### config.mk
export PLATFORM = sky130hd
export DESIGN_NAME = lsu_lane_align
export DESIGN_NICKNAME = d
export VERILOG_FILES = /design/src/rtl/lsu_align_pkg.sv /design/src/rtl/store_lane_gen.sv /design/src/rtl/load_lane_extract.sv /design/src/rtl/lsu_lane_align.sv
export SDC_FILE = /design/constraint.sdc
export NUM_CORES = 1
export LEC_CHECK = 0
export BUFFER_PORTS_ARGS = -buffer_cell sky130_fd_sc_hd__buf_2
export CAP_MARGIN = 10
export CORE_ASPECT_RATIO = 1.75
export CORE_MARGIN = 2
export CORE_UTILIZATION = 46
export CTS_BUF_LIST = sky130_fd_sc_hd__clkbuf_4 sky130_fd_sc_hd__clkbuf_8
export CTS_CLUSTER_SIZE = 10
export DETAILED_ROUTE_END_ITERATION = 7
export GPL_TIMING_DRIVEN = 0
export PLACE_DENSITY = 0.77
export SLEW_MARGIN = 20
export SYNTH_ARGS = -nofsm -noshare
export SYNTH_HDL_FRONTEND = slang
export SYNTH_SLANG_ARGS = --single-unit
### constraint.sdc
create_clock -name clk -period 2.7 [get_ports clk]
set_input_delay 0.135 -clock clk [delete_from_list [all_inputs] [get_ports clk]]
set_output_delay 0.135 -clock clk [all_outputs]
set_load 0.005 [all_outputs]
### src/rtl/lsu_align_pkg.sv
package lsu_align_pkg;

  typedef enum logic [1:0] {
    SZ_BYTE = 2'b00,
    SZ_HALF = 2'b01,
    SZ_WORD = 2'b10,
    SZ_NONE = 2'b11
  } acc_size_e;

  // Lowest lane touched by an access of the given size at byte offset ofs:
  // bytes use the offset as is, halfwords drop bit 0, words start at lane 0.
  function automatic logic [1:0] lane_base(acc_size_e sz, logic [1:0] ofs);
    case (sz)
      SZ_BYTE: lane_base = ofs;
      SZ_HALF: lane_base = {ofs[1], 1'b0};
      default: lane_base = 2'b00;
    endcase
  endfunction

  // Number of lanes an access of the given size covers.
  function automatic logic [2:0] lane_count(acc_size_e sz);
    case (sz)
      SZ_BYTE: lane_count = 3'd1;
      SZ_HALF: lane_count = 3'd2;
      SZ_WORD: lane_count = 3'd4;
      default: lane_count = 3'd0;
    endcase
  endfunction

endpackage

### src/rtl/store_lane_gen.sv
module store_lane_gen
  import lsu_align_pkg::*;
#(
  parameter int DATA_W = 32,
  localparam int NB = DATA_W / 8,
  localparam int OW = $clog2(NB)
) (
  input  logic              en,
  input  acc_size_e         sz,
  input  logic [OW-1:0]     ofs,
  input  logic [DATA_W-1:0] src,
  output logic [NB-1:0]     strobe,
  output logic [DATA_W-1:0] data
);

  logic [OW-1:0] base;
  logic [OW:0]   first;
  logic [OW:0]   last_excl;
  logic [DATA_W-1:0] shifted;

  always_comb begin
    base      = lane_base(sz, ofs);
    first     = {1'b0, base};
    last_excl = first + lane_count(sz);
    shifted   = src << (8 * base);
  end

  for (genvar i = 0; i < NB; i++) begin : g_lane
    localparam logic [OW:0] LANE = (OW+1)'(i);
    always_comb begin
      strobe[i]        = en && (LANE >= first) && (LANE < last_excl);
      data[8*i +: 8]   = en ? shifted[8*i +: 8] : 8'h00;
    end
  end

endmodule

### src/rtl/load_lane_extract.sv
module load_lane_extract
  import lsu_align_pkg::*;
#(
  parameter int DATA_W = 32,
  localparam int NB = DATA_W / 8,
  localparam int OW = $clog2(NB)
) (
  input  logic              en,
  input  logic [2:0]        funct3,
  input  logic [OW-1:0]     ofs,
  input  logic [DATA_W-1:0] word,
  output logic [DATA_W-1:0] value
);

  acc_size_e         sz;
  logic              zero_fill;
  logic              legal;
  logic [DATA_W-1:0] aligned;
  logic              fill_bit;

  always_comb begin
    sz        = acc_size_e'(funct3[1:0]);
    zero_fill = funct3[2];
    legal     = en && (sz != SZ_NONE) && !(sz == SZ_WORD && zero_fill);
    aligned   = word >> (8 * lane_base(sz, ofs));
    fill_bit  = 1'b0;
    value     = '0;
    if (legal) begin
      case (sz)
        SZ_BYTE: begin
          fill_bit = !zero_fill && aligned[7];
          value    = {{(DATA_W-8){fill_bit}}, aligned[7:0]};
        end
        SZ_HALF: begin
          fill_bit = !zero_fill && aligned[15];
          value    = {{(DATA_W-16){fill_bit}}, aligned[15:0]};
        end
        default: value = aligned;
      endcase
    end
  end

endmodule

### src/rtl/lsu_lane_align.sv
module lsu_lane_align
  import lsu_align_pkg::*;
#(
  parameter int DATA_W = 32,
  localparam int NB = DATA_W / 8,
  localparam int OW = $clog2(NB)
) (
  input  logic              clk,
  input  logic              rst_n,
  input  logic              req_valid,
  output logic              req_ready,
  input  logic              req_store,
  input  logic [2:0]        req_funct3,
  input  logic [OW-1:0]     req_addr_lo,
  input  logic [DATA_W-1:0] req_rs2,
  input  logic [DATA_W-1:0] req_mem_word,
  output logic              rsp_valid,
  input  logic              rsp_ready,
  output logic [NB-1:0]     rsp_strobe,
  output logic [DATA_W-1:0] rsp_wdata,
  output logic [DATA_W-1:0] rsp_ldata
);

  logic [NB-1:0]     st_strobe;
  logic [DATA_W-1:0] st_data;
  logic [DATA_W-1:0] ld_value;
  logic              take;

  store_lane_gen #(.DATA_W(DATA_W)) u_store (
    .en     (req_store),
    .sz     (acc_size_e'(req_funct3[1:0])),
    .ofs    (req_addr_lo),
    .src    (req_rs2),
    .strobe (st_strobe),
    .data   (st_data)
  );

  load_lane_extract #(.DATA_W(DATA_W)) u_load (
    .en     (!req_store),
    .funct3 (req_funct3),
    .ofs    (req_addr_lo),
    .word   (req_mem_word),
    .value  (ld_value)
  );

  assign req_ready = !rsp_valid || rsp_ready;
  assign take      = req_valid && req_ready;

  always_ff @(posedge clk) begin
    if (!rst_n) begin
      rsp_valid  <= 1'b0;
      rsp_strobe <= '0;
      rsp_wdata  <= '0;
      rsp_ldata  <= '0;
    end else if (take) begin
      rsp_valid  <= 1'b1;
      rsp_strobe <= st_strobe;
      rsp_wdata  <= st_data;
      rsp_ldata  <= ld_value;
    end else if (rsp_ready) begin
      rsp_valid  <= 1'b0;
      rsp_strobe <= '0;
    end
  end

endmodule

### Word level (Yosys, flattened, before mapping)

Index checks and enable logic that the tools add are counted.

| word-level totals | value |
|---|---|
| register bits after elaboration | 69 |
| output and inout port bits | 70 |

| cells by class | value |
|---|---|
| add/sub/neg operators | 1 |
| $lt $le $gt $ge | 8 |
| equal/unequal tests | 3 |
| shift operators | 2 |
| multiplexer cells | 12 |
| reductions and logical operators | 21 |

Operator list:

| kind | number |
|---|---|
| one-hot mux 32 bit (2 select lines) | 1 |
| 2-to-1 mux 32 bit | 1 |
| 2-to-1 mux 8 bit | 4 |
| << shifter 32 x 5 -> 32 bit | 1 |
| right shift 32 x 5 -> 32 bit | 1 |
| logical AND 1 bit | 14 |
| one-hot mux 3 bit (3 select lines) | 1 |
| 2-to-1 mux 4 bit | 2 |
| < comparator 1 x 3 -> 1 bit (first input constant) | 2 |
| < comparator 2 x 3 -> 1 bit (first input constant) | 2 |
| greater-or-equal comparator 1 x 2 -> 1 bit (first input constant) | 2 |
| greater-or-equal comparator 2 bit (first input constant) | 2 |
| zero test 1 bit | 4 |
| one-hot mux 2 bit (2 select lines) | 1 |
| adder 2 x 3 -> 3 bit | 1 |
| == test 2 x 1 -> 1 bit (second input constant) | 1 |
| == test 2 bit (second input constant) | 1 |
| zero test 2 bit | 1 |
| 2-to-1 mux 1 bit | 2 |
| != test 2 bit (second input constant) | 1 |
| nonzero test 2 bit | 1 |
| logical OR 1 bit | 1 |

### Logic depth before layout (Yosys ltp)

| logic depth | value |
|---|---|
| word-level depth | 6 |
| mapped depth | 10 |
| mapped depth without buffers | 7 |

### Cells and area by module

From an unflattened synthesis, not the netlist that was laid out.

| unflattened totals | value |
|---|---|
| cell total of the unflattened synthesis | 540 |
| area, all modules | 4484.3 µm² |

Modules (own cells, without submodules):

| module | instances | cells an instance | area each (µm²) | sequential area each (µm²) |
|---|---|---|---|---|
| lsu_lane_align | 1 | 302 | 2806.4 | 1381.3 |
| load_lane_extract | 1 | 118 | 855.8 | 0.0 |
| store_lane_gen | 1 | 120 | 822.0 | 0.0 |

### Worst setup path before layout

No wires, ideal clock.

| timing | value |
|---|---|
| kind | input-to-reg |
| start point | input req_addr_lo[1] |
| end point | register rsp_strobe[2] |
| library setup time | 0.071 ns |
| arrival time | 1.930 ns |
| setup slack | 0.700 ns |
| stages on the path | 10 |
| path buffers | 3 |
| path through | buf_2 > nor2b_1 > buf_2 > inv_2 > clkbuf_1 > fa_1 > o21ba_2 > o21ai_0 > o211ai_1 > a21oi_1 |

| between the ends | value |
|---|---|
| word-level cells in the longest chain between the ends | 5 |
| elaborated cells between the ends (all ways) | 7 |

RTL lines:

| what | RTL line | RTL |
|---|---|---|
| from (decl) | lsu_lane_align.sv:14 | `input logic [OW-1:0] req_addr_lo,` |
| one-hot mux 2 bit (2 select lines) * | lsu_align_pkg.sv:13 | `case (sz)` |
| adder 2 x 3 -> 3 bit or greater-or-equal comparator 2 bit (tied branches) | store_lane_gen.sv:24, store_lane_gen.sv:31 |  |
| < comparator 2 x 3 -> 1 bit or logical AND 1 bit (tied branches) | store_lane_gen.sv:31 | `strobe[i] = en && (LANE >= first) && (LANE < last_excl);` |
| logical AND 1 bit * | store_lane_gen.sv:31 |  |
| 2-to-1 mux 4 bit * | lsu_lane_align.sv:55 | `end else if (take) begin` |
| to (signal assigned) | lsu_lane_align.sv:57 | `rsp_strobe <= st_strobe;` |
| to (decl) | lsu_lane_align.sv:19 | `output logic [NB-1:0] rsp_strobe,` |

Every way passes the cells marked *; elsewhere a longest branch is shown, timed or not.
A chain may end at the register's enable or synchronous reset.

### Final worst setup path

Same ends and word-level chain as after synthesis.

==> results.txt <==
fillcell total: 672
Arr. time, crit path: 2.41 ns
total number of yosys warnings: 0
Worst Hold Class: input pin to flip-flop
Syn Inst Count: 396
cell taking the most area after synthesis: dfxtp_1
Post-DP HPWL: 9070 µm
Clock Latency Late Sink: 0.36 ns
final setup fails: 0
total wire length: 11600 µm
routed len/inst: 18.3 µm
crit-path max cell delay: 0.54 ns
Clock Sinks: 69
Setup Crit Path Kind: input pin to flip-flop
final setup margin: 0.568 ns
CP endpoint kind: flip-flop
IO Count: 144
via count: 3730
PD cells: 527 mW/mm²
post-CTS setup buffer count: 0
max-slew violations: 0
asr flop ratio synth: 0%
Distinct cells, synth: 45
Crit Path Max Fanout: 10
Max Clock Freq: 469 MHz
global route total overflow: 0
delay-heaviest family, CP: buffers and inverters
share of cells above drive strength 1: 34.0%
Area contributors post-synth: dfxtp_1 (41%), o21ai_0 (9.8%), nand2_1 (5.1%)
post_cts resized: 0
FP Rows: 41
Layout Nets: 622
# diodes: 0
Finished Cell Area: 0.00438 mm²
Final Hold Vio Count: 0
Starting Density: 47.2%
max-cap viol count: 0
PortBufs: 140
slowest stage cell, crit path: fa_1
RSZ-0062 raised after global routing: false
dpl ws: 0.214 ns
Post-DP Area: 0.00420 mm²
Pwr Total: 0.00231 W
top-count cell post-synth: dfxtp_1
number of antenna violations at the first check in global routing: 0
setup TNS: 0 ns
core area: 0.00718 mm²
CTS tree: built
die area: 0.00809 mm²
TritonRoute pass-1 iters: 5
Critical Path RT: 2.98 ns
largest net degree at the start of global routing: 11
fin crit share: 78.9%
Horiz. Die Dim: 68.9 µm
first-pass GRT wire length: 17700 µm
clock-pin slew on the worst setup and hold paths: 0.07 ns
Yosys top cell area share: 40.8%
Seq/Total Area, Yosys: 40.8%
DRT iter0 DRCs: 242
htree depth: 3
Post-synth top cells: dfxtp_1 (69), o21ai_0 (66), nand2_1 (46)
Die Height: 118 µm
Max Root-Sink Buffers: 2
status: complete, no violations
Post-Synthesis Net Count: 471
Leakage: 2.02 nW
CP startpoint kind: input pin
Root Driver: clkbuf_8
Mapped Area: 0.00339 mm²
Crit path top cell by count: buf_2
worst-path cell chain: buf_2 > nor2b_1 > buf_2 > inv_2 > clkbuf_1 > fa_1 > o21ba_2 > o21ai_0 > o211ai_1 > a21oi_1
Hold-fix buffers, CTS: 0
Worst VDD drop: 371 µV
Placer Congestion: 0.905
Mapped Avg Cell Area: 8.55 µm²
Tmin final: 2.13 ns
Layout area overhead: 29.4%
GRT Overall Usage: 29.1%
slew margin rel.: 62.0%
remaining antenna violation count after routing: 0
vias in the first global route: 3640
Tightest Pin Transition: 0.571 ns
Clock Skews: 0.0118 ns
Critical path buffers and inverters: 4
Vias/cell: 5.86
final routed DRC violation total: 0
dpl cells: 622
#FFs+latches synth: 69
CTS Buf Count: 9
fin cells: 636
Post-synth EDFFs: 0
Post-synth top flop: dfxtp_1
[metrics by stage]
stage | util, % | hold slack, ns
2_1_floorplan | - | 0.302
3_3_place_gp | 58.4 | 0.427
3_5_place_dp | 58.4 | 0.439
4_1_cts | 61.0 | 0.0700
5_1_grt | 61.0 | 0.0955
6_report | 61.0 | 0.0741
[power breakdown]
group	total [W]	switching, W	internal [W]
clock network	0.000836	0.000375	0.000461
registers	0.00108	0.0000218	0.00106
logic	0.000395	0.000226	0.000169
total	0.00231	0.000623	0.00169
[cell usage in the layout (no fill, tap or decap), types with 4 or more instances in the layout]
cell       count
a211o_1        8
a21oi_1       15
a221oi_1       8
a22o_1        14
a2bb2oi_1      9
a32oi_1        9
and2_1         7
buf_2        151
buf_4          4
clkbuf_1      17
clkbuf_8      10
dfxtp_1       69
inv_1          5
mux2_2         7
mux2i_1       10
nand2_1       46
nand2b_1       4
nor2_1        27
nor2b_1        4
o21ai_0       66
o221ai_1      16
o22ai_1        7
[final cells by class]
class                   count  area (µm²)  area share [%]
plain buffers              37         190            4.34
clock buffers              12         153            3.48
clock inverters             2        35.0           0.799
inverters                   8        30.0           0.685
multi-input cells         282        1790            40.7
flip-flops and latches     69        1380            31.5
well taps                  86         108            2.46
repair buffers            140         701            16.0
[final timing paths]
kind / from / to / slack [ns] / cells past startpoint
setup / recovery: req_addr_lo[1] / rsp_strobe[2] / 0.57 / 10
hold / removal: req_mem_word[6] / rsp_ldata[6] / 0.07 / 3
setup reg to reg: rsp_valid / rsp_wdata[20] / 0.72 / 7
hold reg to reg: rsp_ldata[6] / rsp_ldata[6] / 0.45 / 2
[routing by layer]
layer | share of wire [%] | global-route usage [%] | routed length, µm | vias to the layer above
met2 | 52 | 50.8 | 6040 | 180
li1 | - | - | - | 1769
met5 | 0 | 0 | 0 | -
met3 | 6.7 | 4.59 | 779 | 44
met4 | 5.5 | 18.6 | 634 | 0
met1 | 36 | 30.2 | 4170 | 1737
[worst min-delay path, cell delays in order]
cell and delay (ns):
buf_2 0.08, o22ai_1 0.07, o21ai_0 0.12
[sequential cells by signal, indices dropped and copies added, names as in the netlist]
signal      count
rsp_ldata      32
rsp_valid       1
rsp_strobe      4
rsp_wdata      32
[cell families after synthesis]
logic type               share of synthesized area [%]
AO/OA/AOI/OAI                                     32.7
XOR/XNOR                                         0.259
flip-flops                                        40.8
AND/OR/NAND/NOR                                   13.9
multiplexers                                      5.28
adder cells (fa/ha/maj)                          0.591
buffers and inverters                             6.50
(Power assumes the default switching activity.)
